### src/rtl/ivt_pkg.sv
package ivt_pkg;
  localparam int DIV_W    = 14;
  localparam int IVL_W    = 3;
  localparam int WSEL_W   = 2;
  localparam int WDT_BASE = 10;

  typedef struct packed {
    logic [IVL_W-1:0]  interval;
    logic              clk_sel;
    logic              bypass;
    logic              mask;
    logic [WSEL_W-1:0] wdt_sel;
  } ivt_cfg_t;

  // divider bit used as timer source for a given interval code
  function automatic int unsigned tap_bit(input logic [IVL_W-1:0] code);
    int unsigned n;
    n = int'(code);
    return (n == 0) ? 0 : (2 * n - 1);
  endfunction

  // divider bit feeding the watchdog clock
  function automatic int unsigned wdt_bit(input logic [WSEL_W-1:0] code);
    return WDT_BASE + int'(code);
  endfunction
endpackage

### src/rtl/ivt_ctrl_regs.sv
module ivt_ctrl_regs
  import ivt_pkg::*;
(
  input  logic                   clk,
  input  logic                   rst_n,
  input  logic                   wdt_on,
  input  logic                   ctl1_we,
  input  logic [IVL_W:0]         ctl1_wdata,
  input  logic                   ctl2_we,
  input  logic [WSEL_W+2:0]      ctl2_wdata,
  output ivt_cfg_t               cfg,
  output logic                   restart_ok
);
  localparam int RST_BIT = IVL_W;

  logic restart_req;
  assign restart_req = ctl1_we && ctl1_wdata[RST_BIT];
  assign restart_ok  = restart_req && !wdt_on;

  always_ff @(posedge clk or negedge rst_n) begin
    if (!rst_n) begin
      cfg.interval <= '0;
      cfg.clk_sel  <= 1'b0;
      cfg.bypass   <= 1'b0;
      cfg.mask     <= 1'b1;
      cfg.wdt_sel  <= '0;
    end else begin
      if (ctl1_we) cfg.interval <= ctl1_wdata[IVL_W-1:0];
      if (ctl2_we) begin
        cfg.clk_sel <= ctl2_wdata[0];
        cfg.bypass  <= ctl2_wdata[1];
        cfg.mask    <= ctl2_wdata[2];
        cfg.wdt_sel <= ctl2_wdata[WSEL_W+2:3];
      end
    end
  end


  restart_blocked_chk: assert property (@(posedge clk) disable iff (!rst_n)
    (wdt_on && restart_req) |-> !restart_ok);
endmodule

### src/rtl/ivt_divider.sv
module ivt_divider
  import ivt_pkg::*;
#(
  parameter int W = DIV_W
)(
  input  logic         clk,
  input  logic         rst_n,
  input  logic         adv,
  input  logic         clr,
  output logic [W-1:0] count
);
  always_ff @(posedge clk or negedge rst_n) begin
    if (!rst_n)   count <= '0;
    else if (clr) count <= '0;
    else if (adv) count <= count + W'(1);
  end


  hold_when_idle_chk: assert property (@(posedge clk) disable iff (!rst_n)
    (!clr && !adv) |=> $stable(count));
endmodule

### src/rtl/ivt_tap_sync.sv
module ivt_tap_sync
  import ivt_pkg::*;
(
  input  logic             clk,
  input  logic             rst_n,
  input  logic [DIV_W-1:0] count,
  input  ivt_cfg_t         cfg,
  input  logic             sub_tick,
  input  logic             sleep,
  output logic             src,
  output logic             tmr_out,
  output logic             tmr_irq,
  output logic             wdt_clk
);
  logic src_q;
  logic src_rise;

  always_comb begin
    if (cfg.bypass) src = sub_tick;
    else            src = count[tap_bit(cfg.interval)];
    wdt_clk = count[wdt_bit(cfg.wdt_sel)];
  end

  assign src_rise = src && !src_q;

  always_ff @(posedge clk or negedge rst_n) begin
    if (!rst_n) begin
      src_q   <= 1'b0;
      tmr_out <= 1'b0;
      tmr_irq <= 1'b0;
    end else begin
      src_q   <= src;
      tmr_out <= src && !sleep;
      tmr_irq <= src_rise && !cfg.mask;
    end
  end


  irq_single_chk: assert property (@(posedge clk) disable iff (!rst_n)
    tmr_irq |=> !tmr_irq);

  irq_masked_chk: assert property (@(posedge clk) disable iff (!rst_n)
    $past(cfg.mask) |-> !tmr_irq);

  sleep_low_chk: assert property (@(posedge clk) disable iff (!rst_n)
    sleep |=> !tmr_out);

  irq_with_out_chk: assert property (@(posedge clk) disable iff (!rst_n)
    (tmr_irq && !$past(sleep)) |-> tmr_out);
endmodule

### src/rtl/ivt_timer.sv
module ivt_timer
  import ivt_pkg::*;
(
  input  logic              clk,
  input  logic              rst_n,
  input  logic              sub_tick,
  input  logic              sleep,
  input  logic              wdt_on,
  input  logic              ctl1_we,
  input  logic [IVL_W:0]    ctl1_wdata,
  input  logic              ctl2_we,
  input  logic [WSEL_W+2:0] ctl2_wdata,
  output logic              tmr_out,
  output logic              tmr_irq,
  output logic              wdt_clk
);
  ivt_cfg_t         cfg;
  logic             restart_ok;
  logic             adv;
  logic [DIV_W-1:0] count;
  logic             src;

  assign adv = cfg.clk_sel ? 1'b1 : sub_tick;

  ivt_ctrl_regs u_regs (
    .clk, .rst_n, .wdt_on, .ctl1_we, .ctl1_wdata, .ctl2_we, .ctl2_wdata,
    .cfg, .restart_ok
  );

  ivt_divider #(.W(DIV_W)) u_div (
    .clk, .rst_n, .adv, .clr(restart_ok), .count
  );

  ivt_tap_sync u_tap (
    .clk, .rst_n, .count, .cfg, .sub_tick, .sleep,
    .src, .tmr_out, .tmr_irq, .wdt_clk
  );


  restart_clear_chk: assert property (@(posedge clk) disable iff (!rst_n)
    (ctl1_we && ctl1_wdata[IVL_W] && !wdt_on) |=> (count == '0));

  restart_ignored_chk: assert property (@(posedge clk) disable iff (!rst_n)
    (ctl1_we && ctl1_wdata[IVL_W] && wdt_on) |=>
      (count == DIV_W'($past(count) + DIV_W'($past(adv)))));

  sys_advance_chk: assert property (@(posedge clk) disable iff (!rst_n)
    (cfg.clk_sel && !restart_ok) |=> (count == DIV_W'($past(count) + DIV_W'(1))));
endmodule

### config.mk
export PLATFORM = sky130hd
export DESIGN_NAME = ivt_timer
export DESIGN_NICKNAME = d
export VERILOG_FILES = /design/src/rtl/ivt_pkg.sv /design/src/rtl/ivt_ctrl_regs.sv /design/src/rtl/ivt_divider.sv /design/src/rtl/ivt_tap_sync.sv /design/src/rtl/ivt_timer.sv
export SDC_FILE = /design/constraint.sdc
export NUM_CORES = 1
export LEC_CHECK = 0
export BUFFER_PORTS_ARGS = -buffer_cell sky130_fd_sc_hd__buf_4
export CAP_MARGIN = 20
export CORE_UTILIZATION = 55
export CTS_BUF_LIST = sky130_fd_sc_hd__clkbuf_8
export CTS_CLUSTER_SIZE = 24
export DETAILED_ROUTE_END_ITERATION = 10
export PLACE_DENSITY = 0.77
export SLEW_MARGIN = 20
export SYNTH_ARGS = -nofsm -noshare
export SYNTH_HDL_FRONTEND = slang
export SYNTH_SLANG_ARGS = --single-unit
### constraint.sdc
create_clock -name clk -period 2.3 [get_ports clk]
set_input_delay 0.115 -clock clk [delete_from_list [all_inputs] [get_ports clk]]
set_output_delay 0.115 -clock clk [all_outputs]
set_load 0.005 [all_outputs]
; Word-level counts from Yosys, hierarchy flattened
; Cells that the tools add are included.
[classes]
add_sub_neg = 3
magnitude_cmp = 2
muxes = 9
reduce_logical = 11
[op_table]
columns = op, count
row1 = less-than comparator 32 x 5 -> 1 bit (second input constant), 2
row2 = 2-to-1 mux 32 bit, 1
row3 = 2-to-1 mux 14 bit, 2
row4 = adder 14 x 1 -> 14 bit (second input constant), 1
row5 = binary-select mux 1 bit (select 4 bit), 2
row6 = adder 4 x 2 -> 5 bit (first input constant), 1
row7 = logical AND 1 bit, 5
row8 = subtractor 4 x 1 -> 5 bit (second input constant), 1
row9 = zero test 1 bit, 4
row10 = 2-to-1 mux 1 bit, 4
row11 = zero test 3 bit, 1
row12 = nonzero test 2 bit, 1
[totals]
regBits = 25
in_bits = 16
out_inout_bits = 3
word_cells = 34

; Depth between registers and ports, before layout
[depth]
depth_word = 7
ltp_mapped = 5
depth_no_buf = 5

; Cells and area by module
; Synthesis repeated with hierarchy kept, for this count alone.
[hier_totals]
hier_cells = 125
hier_area_um2 = 1401.3
[modules_own_cells]
columns = mod, instances, cells_per_inst, area_each_um2, seq_area_each_um2
row1 = ivt_divider, 1, 70, 729.4, 350.3
row2 = ivt_tap_sync, 1, 37, 365.4, 75.1
row3 = ivt_ctrl_regs, 1, 17, 300.3, 201.4
row4 = ivt_timer, 1, 1, 6.3, 0.0

; Least setup slack after synthesis
; Ideal clock, no wire load.
[synth_path]
kind = register to register
startpoint = register u_regs.cfg[5] (netlist name)
endpoint = register u_tap.tmr_irq
setup_time_ps = 96
arrival_time_ps = 1256
required_time_ps = 2204
setup_slack_ps = 948
stages_incl_launch_ff = 6
n_path_buf = 1
synth_period_minus_slack_ps = 1352
path_cell_list = dfrtp_1 buf_6 or4b_1 nand4b_1 o32ai_2 nor4_2
[synth_between]
elab_chain_cells = 7
word_cells_on_any_way = 8
cone_classes = 1 x add/sub / 4 x mux / 3 x reduce/logical
[synth_lines]
columns = element, line
row1 = subtractor 4 x 1 -> 5 bit or zero test 3 bit (tied branches), ivt_pkg.sv:19  ; return (n == 0) ? 0 : (2 * n - 1);
row2 = 2-to-1 mux 32 bit *, ivt_pkg.sv:19
row3 = binary-select mux 1 bit (select 4 bit) *, ivt_tap_sync.sv:20  ; else src = count[tap_bit(cfg.interval)];
row4 = 2-to-1 mux 1 bit (not written as such) *, ivt_tap_sync.sv:20
row5 = 2-to-1 mux 1 bit *, ivt_tap_sync.sv:19  ; if (cfg.bypass) src = sub_tick;
row6 = logical AND 1 bit *, ivt_tap_sync.sv:24  ; assign src_rise = src && !src_q;
row7 = logical AND 1 bit *, ivt_tap_sync.sv:34  ; tmr_irq <= src_rise && !cfg.mask;
row8 = to (signal assigned), ivt_tap_sync.sv:34
row9 = to (decl), ivt_tap_sync.sv:12  ; output logic tmr_irq,
; Every way passes the cells marked *; elsewhere a longest branch is shown, timed or not. The select of a mux whose other input is x is not followed.
; A chain may end at the register's enable or synchronous reset.

; Final worst setup path
[layout_path]
startpoint = register u_regs.cfg[0] (netlist name)
endpoint = output wdt_clk
[layout_between]
elab_chain_cells = 3
[layout_lines]
columns = element, line
row1 = adder 4 x 2 -> 5 bit, ivt_pkg.sv:24  ; return WDT_BASE + int'(code);
row2 = binary-select mux 1 bit (select 4 bit), ivt_tap_sync.sv:21  ; wdt_clk = count[wdt_bit(cfg.wdt_sel)];
row3 = 2-to-1 mux 1 bit (not written as such), ivt_tap_sync.sv:21
row4 = to (decl), ivt_timer.sv:15  ; output logic wdt_clk
; Every way passes these cells. The select of a mux whose other input is x is not followed.

==> results by group <==
Floorplanning
  – Die outline area: 2560 um2
  – Floorplan die height: 50.6 um
  – Number of core rows: 17
  – Total I/O pin count: 19
  – Initial standard-cell utilization of the core: 0.587
  – Core Region: 2210 um2
  – Chip width: approximately 51 um

Clocking
  – Number of CTS-inserted buffers: 3
  – CTS root buf: sky130_fd_sc_hd__clkbuf_8
  – Clk slew on worst S/H paths: around 80 ps
  – PostCTS Resize Cnt: 0
  – Level count of the clock H-tree: 1
  – Setup Buffers After CTS: 0
  – Maximum clock path buffer count: 2
  – Cts hold-fix bufs: 2
  – CTS tree: yes
  – Clock latency reported for the late side of the worst-skew pair: 260 ps
  – TritonCTS Sinks: 25

Synthesis
  – Simple-Gate Fraction of Synth Area: 0.220
  – Synth cell types: 33
  – Combinational family with the most area after synthesis: simple AND/OR/NAND/NOR gates
  – Count of mapped cells out of synthesis: around 110
  – Xor and xnor area share after synthesis: 0.0675
  – Post-Synthesis Net Count: 128
  – Mux share of post-synthesis cell area: 0.0955
  – Avg Inst Size Synth: between 10 and 15 um2
  – Synth Warn #: 0
  – Netlist Area Pre-Place: between 1000 and 1500 um2
  – Fraction of the mapped netlist area in adder cells: 0.00964
  – Seq/Total Area, Yosys: 0.483
  – Synthesized-area fraction occupied by ao, oa, aoi and oai cells: 0.107
  – Number of synthesized register bits: 25

Run
  – MaxCap Viol Count: 0

Min path
  – Depth of the worst hold-timing path: 2
  – Hold endpoint: u_regs.cfg[1]
  – Worst hold path startpoint: ctl2_wdata[4]
  – Path type of the worst min-delay path: primary input to flop

Drt
  – Count of TritonRoute iterations in the first routing pass: 4
  – Routed Wire Length: 2450 um
  – Antenna-violating nets left: 0
  – Number of DRC markers in iteration 0: 11
  – Mean routed wirelength per cell: approximately 15 um
  – Post-route DRC: 0
  – Routed via count: ~900
  – Vias/cell: 5.67

Timing
  – Final total negative setup slack: 0 ps
  – Headroom to the max-slew limit: 0.771
  – Final WS setup: roughly 860 ps
  – Period utilisation layout: 0.625
  – Highest achievable clock rate: around 700 MHz
  – Worst clock skew: 2.36 ps
  – Post-layout min period: 1440 ps
  – Unrepaired setup endpoints after global routing: no
  – Hold violation total from the final report: 0
  – Slew at the pin with the worst max-slew slack: 344 ps
  – Max-slew violation count: 0
  – Total setup violations reported at the end of the flow: 0

Placed design
  – Count of buffers inserted at the top-level ports: 18
  – Final Wtd Congestion: 0.795
  – Setup slack after placement: between 800 and 900 ps
  – Half-perimeter wire length after detailed placement: ~1800 um

Global routing
  – Number of global-route vias before repair: 877
  – Antenna violations before repair: 0
  – Largest net degree at the start of global routing: 26
  – Total overflow reported by the global router: 0
  – Wire length of the first global-routing pass: ~4200 um
  – Total routing usage reported by global routing: 0.224

Pwr
  – Worst ir drop on vdd: between 0.6 and 0.7 mV
  – Pwr dens: just under 700 nW/um2
  – Leakage power summed over all cells: 0.654 nW

Finish
  – Commonest non-fill, non-tap cells in the layout: sky130_fd_sc_hd__dfrtp_1 (24), sky130_fd_sc_hd__buf_4 (19), sky130_fd_sc_hd__nor2_1 (14)
  – Antenna diodes: 0
  – Number of nets in the final layout: between 150 and 200
  – Commonest non-fill, non-tap cell in the layout: sky130_fd_sc_hd__dfrtp_1
  – Area Growth Syn to Fin: 17.6%
  – Fraction of layout cells with a size suffix above 1: 0.313

Critical path
  – Required time of the critical path: 2180 ps
  – Crit-path max FO: 2
  – Worst Reg-to-Reg Cells: 4
  – R2r setup slk: 860 ps
  – Kind of critical path: flop to output pin
  – Worst Path Arrival: 1320 ps
  – Critical path capture point type: output pin
  – Endpoint of the worst register-to-register path: u_tap.tmr_irq
  – Origin of the critical flop-to-flop path: u_regs.cfg[7]
  – Crit path launch type: flop

Run status
  – Result of the run: finished clean
==> synth_stat cells <==
cell                        instances  area (um2)
sky130_fd_sc_hd__dfrtp_1           24         601
sky130_fd_sc_hd__nor2_1            14        52.6
sky130_fd_sc_hd__mux2_2             9         101
sky130_fd_sc_hd__xnor2_1            8        70.1
sky130_fd_sc_hd__nand2_1            7        26.3
sky130_fd_sc_hd__o21ai_0            7        35.0
sky130_fd_sc_hd__a21oi_1            5        25.0
sky130_fd_sc_hd__nor3_1             4        20.0
sky130_fd_sc_hd__nand3_1            3        15.0
sky130_fd_sc_hd__or3_1              3        18.8
sky130_fd_sc_hd__inv_1              2        7.51
sky130_fd_sc_hd__nor4_2             2        25.0
sky130_fd_sc_hd__nor4_4             2        42.5
sky130_fd_sc_hd__xor2_1             2        17.5
sky130_fd_sc_hd__a22oi_1            1        7.51
sky130_fd_sc_hd__buf_6              1        11.3
sky130_fd_sc_hd__clkbuf_1           1        3.75
sky130_fd_sc_hd__dfstp_2            1        26.3
sky130_fd_sc_hd__ha_1               1        12.5
sky130_fd_sc_hd__mux4_2             1        22.5
sky130_fd_sc_hd__nand2b_1           1        6.26
sky130_fd_sc_hd__nand3b_1           1        7.51
sky130_fd_sc_hd__nand4_1            1        6.26
sky130_fd_sc_hd__nand4_4            1        21.3
sky130_fd_sc_hd__nand4b_1           1        8.76
sky130_fd_sc_hd__nor2b_1            1        6.26
sky130_fd_sc_hd__nor3_2             1        10.0
sky130_fd_sc_hd__o2111ai_4          1        26.3
sky130_fd_sc_hd__o211ai_4           1        21.3
sky130_fd_sc_hd__o21a_1             1        7.51
sky130_fd_sc_hd__o32ai_2            1        16.3
sky130_fd_sc_hd__or3b_1             1        8.76
sky130_fd_sc_hd__or4b_1             1        10.0
==> metal layers <==
metal / up-vias / wire length, um / global-route usage
met2: 20 / 1190 / 0.356
met1: 450 / 1180 / 0.319
met5: - / 0 / 0
met4: 0 / 12 / 0.0556
met3: 2 / 73 / 0.0364
li1: 446 / - / -
==> power breakdown <==
group	switching [mW]	leakage, nW	internal, mW	total, mW
registers	0.0835	0.320	0.499	0.583
clock network	0.133	0.0269	0.119	0.252
logic	0.109	0.307	0.106	0.215
total	0.326	0.654	0.724	1.05
==> flip-flops by register name, summed over array words and instances, names as in the netlist <==
signal,cells
u_tap.src_q,1
u_tap.tmr_irq,1
u_div.count,14
u_tap.tmr_out,1
u_regs.cfg,8
==> layout make-up <==
cell class / instances / area (um2)
Timing Repair Buffer: 21 / 163
Multi-Input combinational cell: 82 / 648
Clock buffer: 3 / 41.3
Fill cell: 171 / 687
Tap cell: 28 / 35.0
Sequential cell: 25 / 627
Inverter: 2 / 7.51
Clock inverter: 1 / 3.75
==> critical path, cell delays in order (launching register included) <==
cell and delay [ps]:
sky130_fd_sc_hd__dfrtp_1 390, sky130_fd_sc_hd__mux4_2 520, sky130_fd_sc_hd__buf_4 150
==> metrics by stage <==
step	utilization	power, mW	cell area (um2)	hold slack [ps]	std cells
finish	0.689	1.05	1530	82.6	162
floorplan	-	0.725	1300	-181	111
global route	0.689	1.12	1530	70.8	162
detailed placement	0.660	0.806	1460	35.0	156
global placement	0.660	0.794	1460	30.7	156
CTS	0.689	1.06	1530	80.3	162
==> worst max path at each step <==
| stage | depth (start not counted) | slack, ps | from | end |
|---|---|---|---|---|
| 6_report | 2 | 860 | u_regs.cfg[0] | wdt_clk |
| 3_5_place_dp | 4 | 860 | u_regs.cfg[7] | u_tap.tmr_irq |
| 3_3_place_gp | 4 | 900 | u_regs.cfg[7] | u_tap.tmr_irq |
| 2_1_floorplan | 5 | 950 | u_regs.cfg[5] | u_tap.tmr_irq |
| 5_1_grt | 4 | 730 | u_regs.cfg[7] | u_tap.tmr_irq |
| 4_1_cts | 4 | 850 | u_regs.cfg[7] | u_tap.tmr_irq |
==> cell families (layout without fill, tap and decap cells) <==
| family | count (synthesis) | in the layout |
|---|---|---|
| flops | 25 | 25 |
| buf+inv | 4 | 27 |
| simple gates | 44 | 44 |
| fa+ha+maj | 1 | 1 |
| compound gates | 17 | 17 |
| mux | 10 | 10 |
| xor+xnor | 10 | 10 |
(Power assumes the default switching activity.)
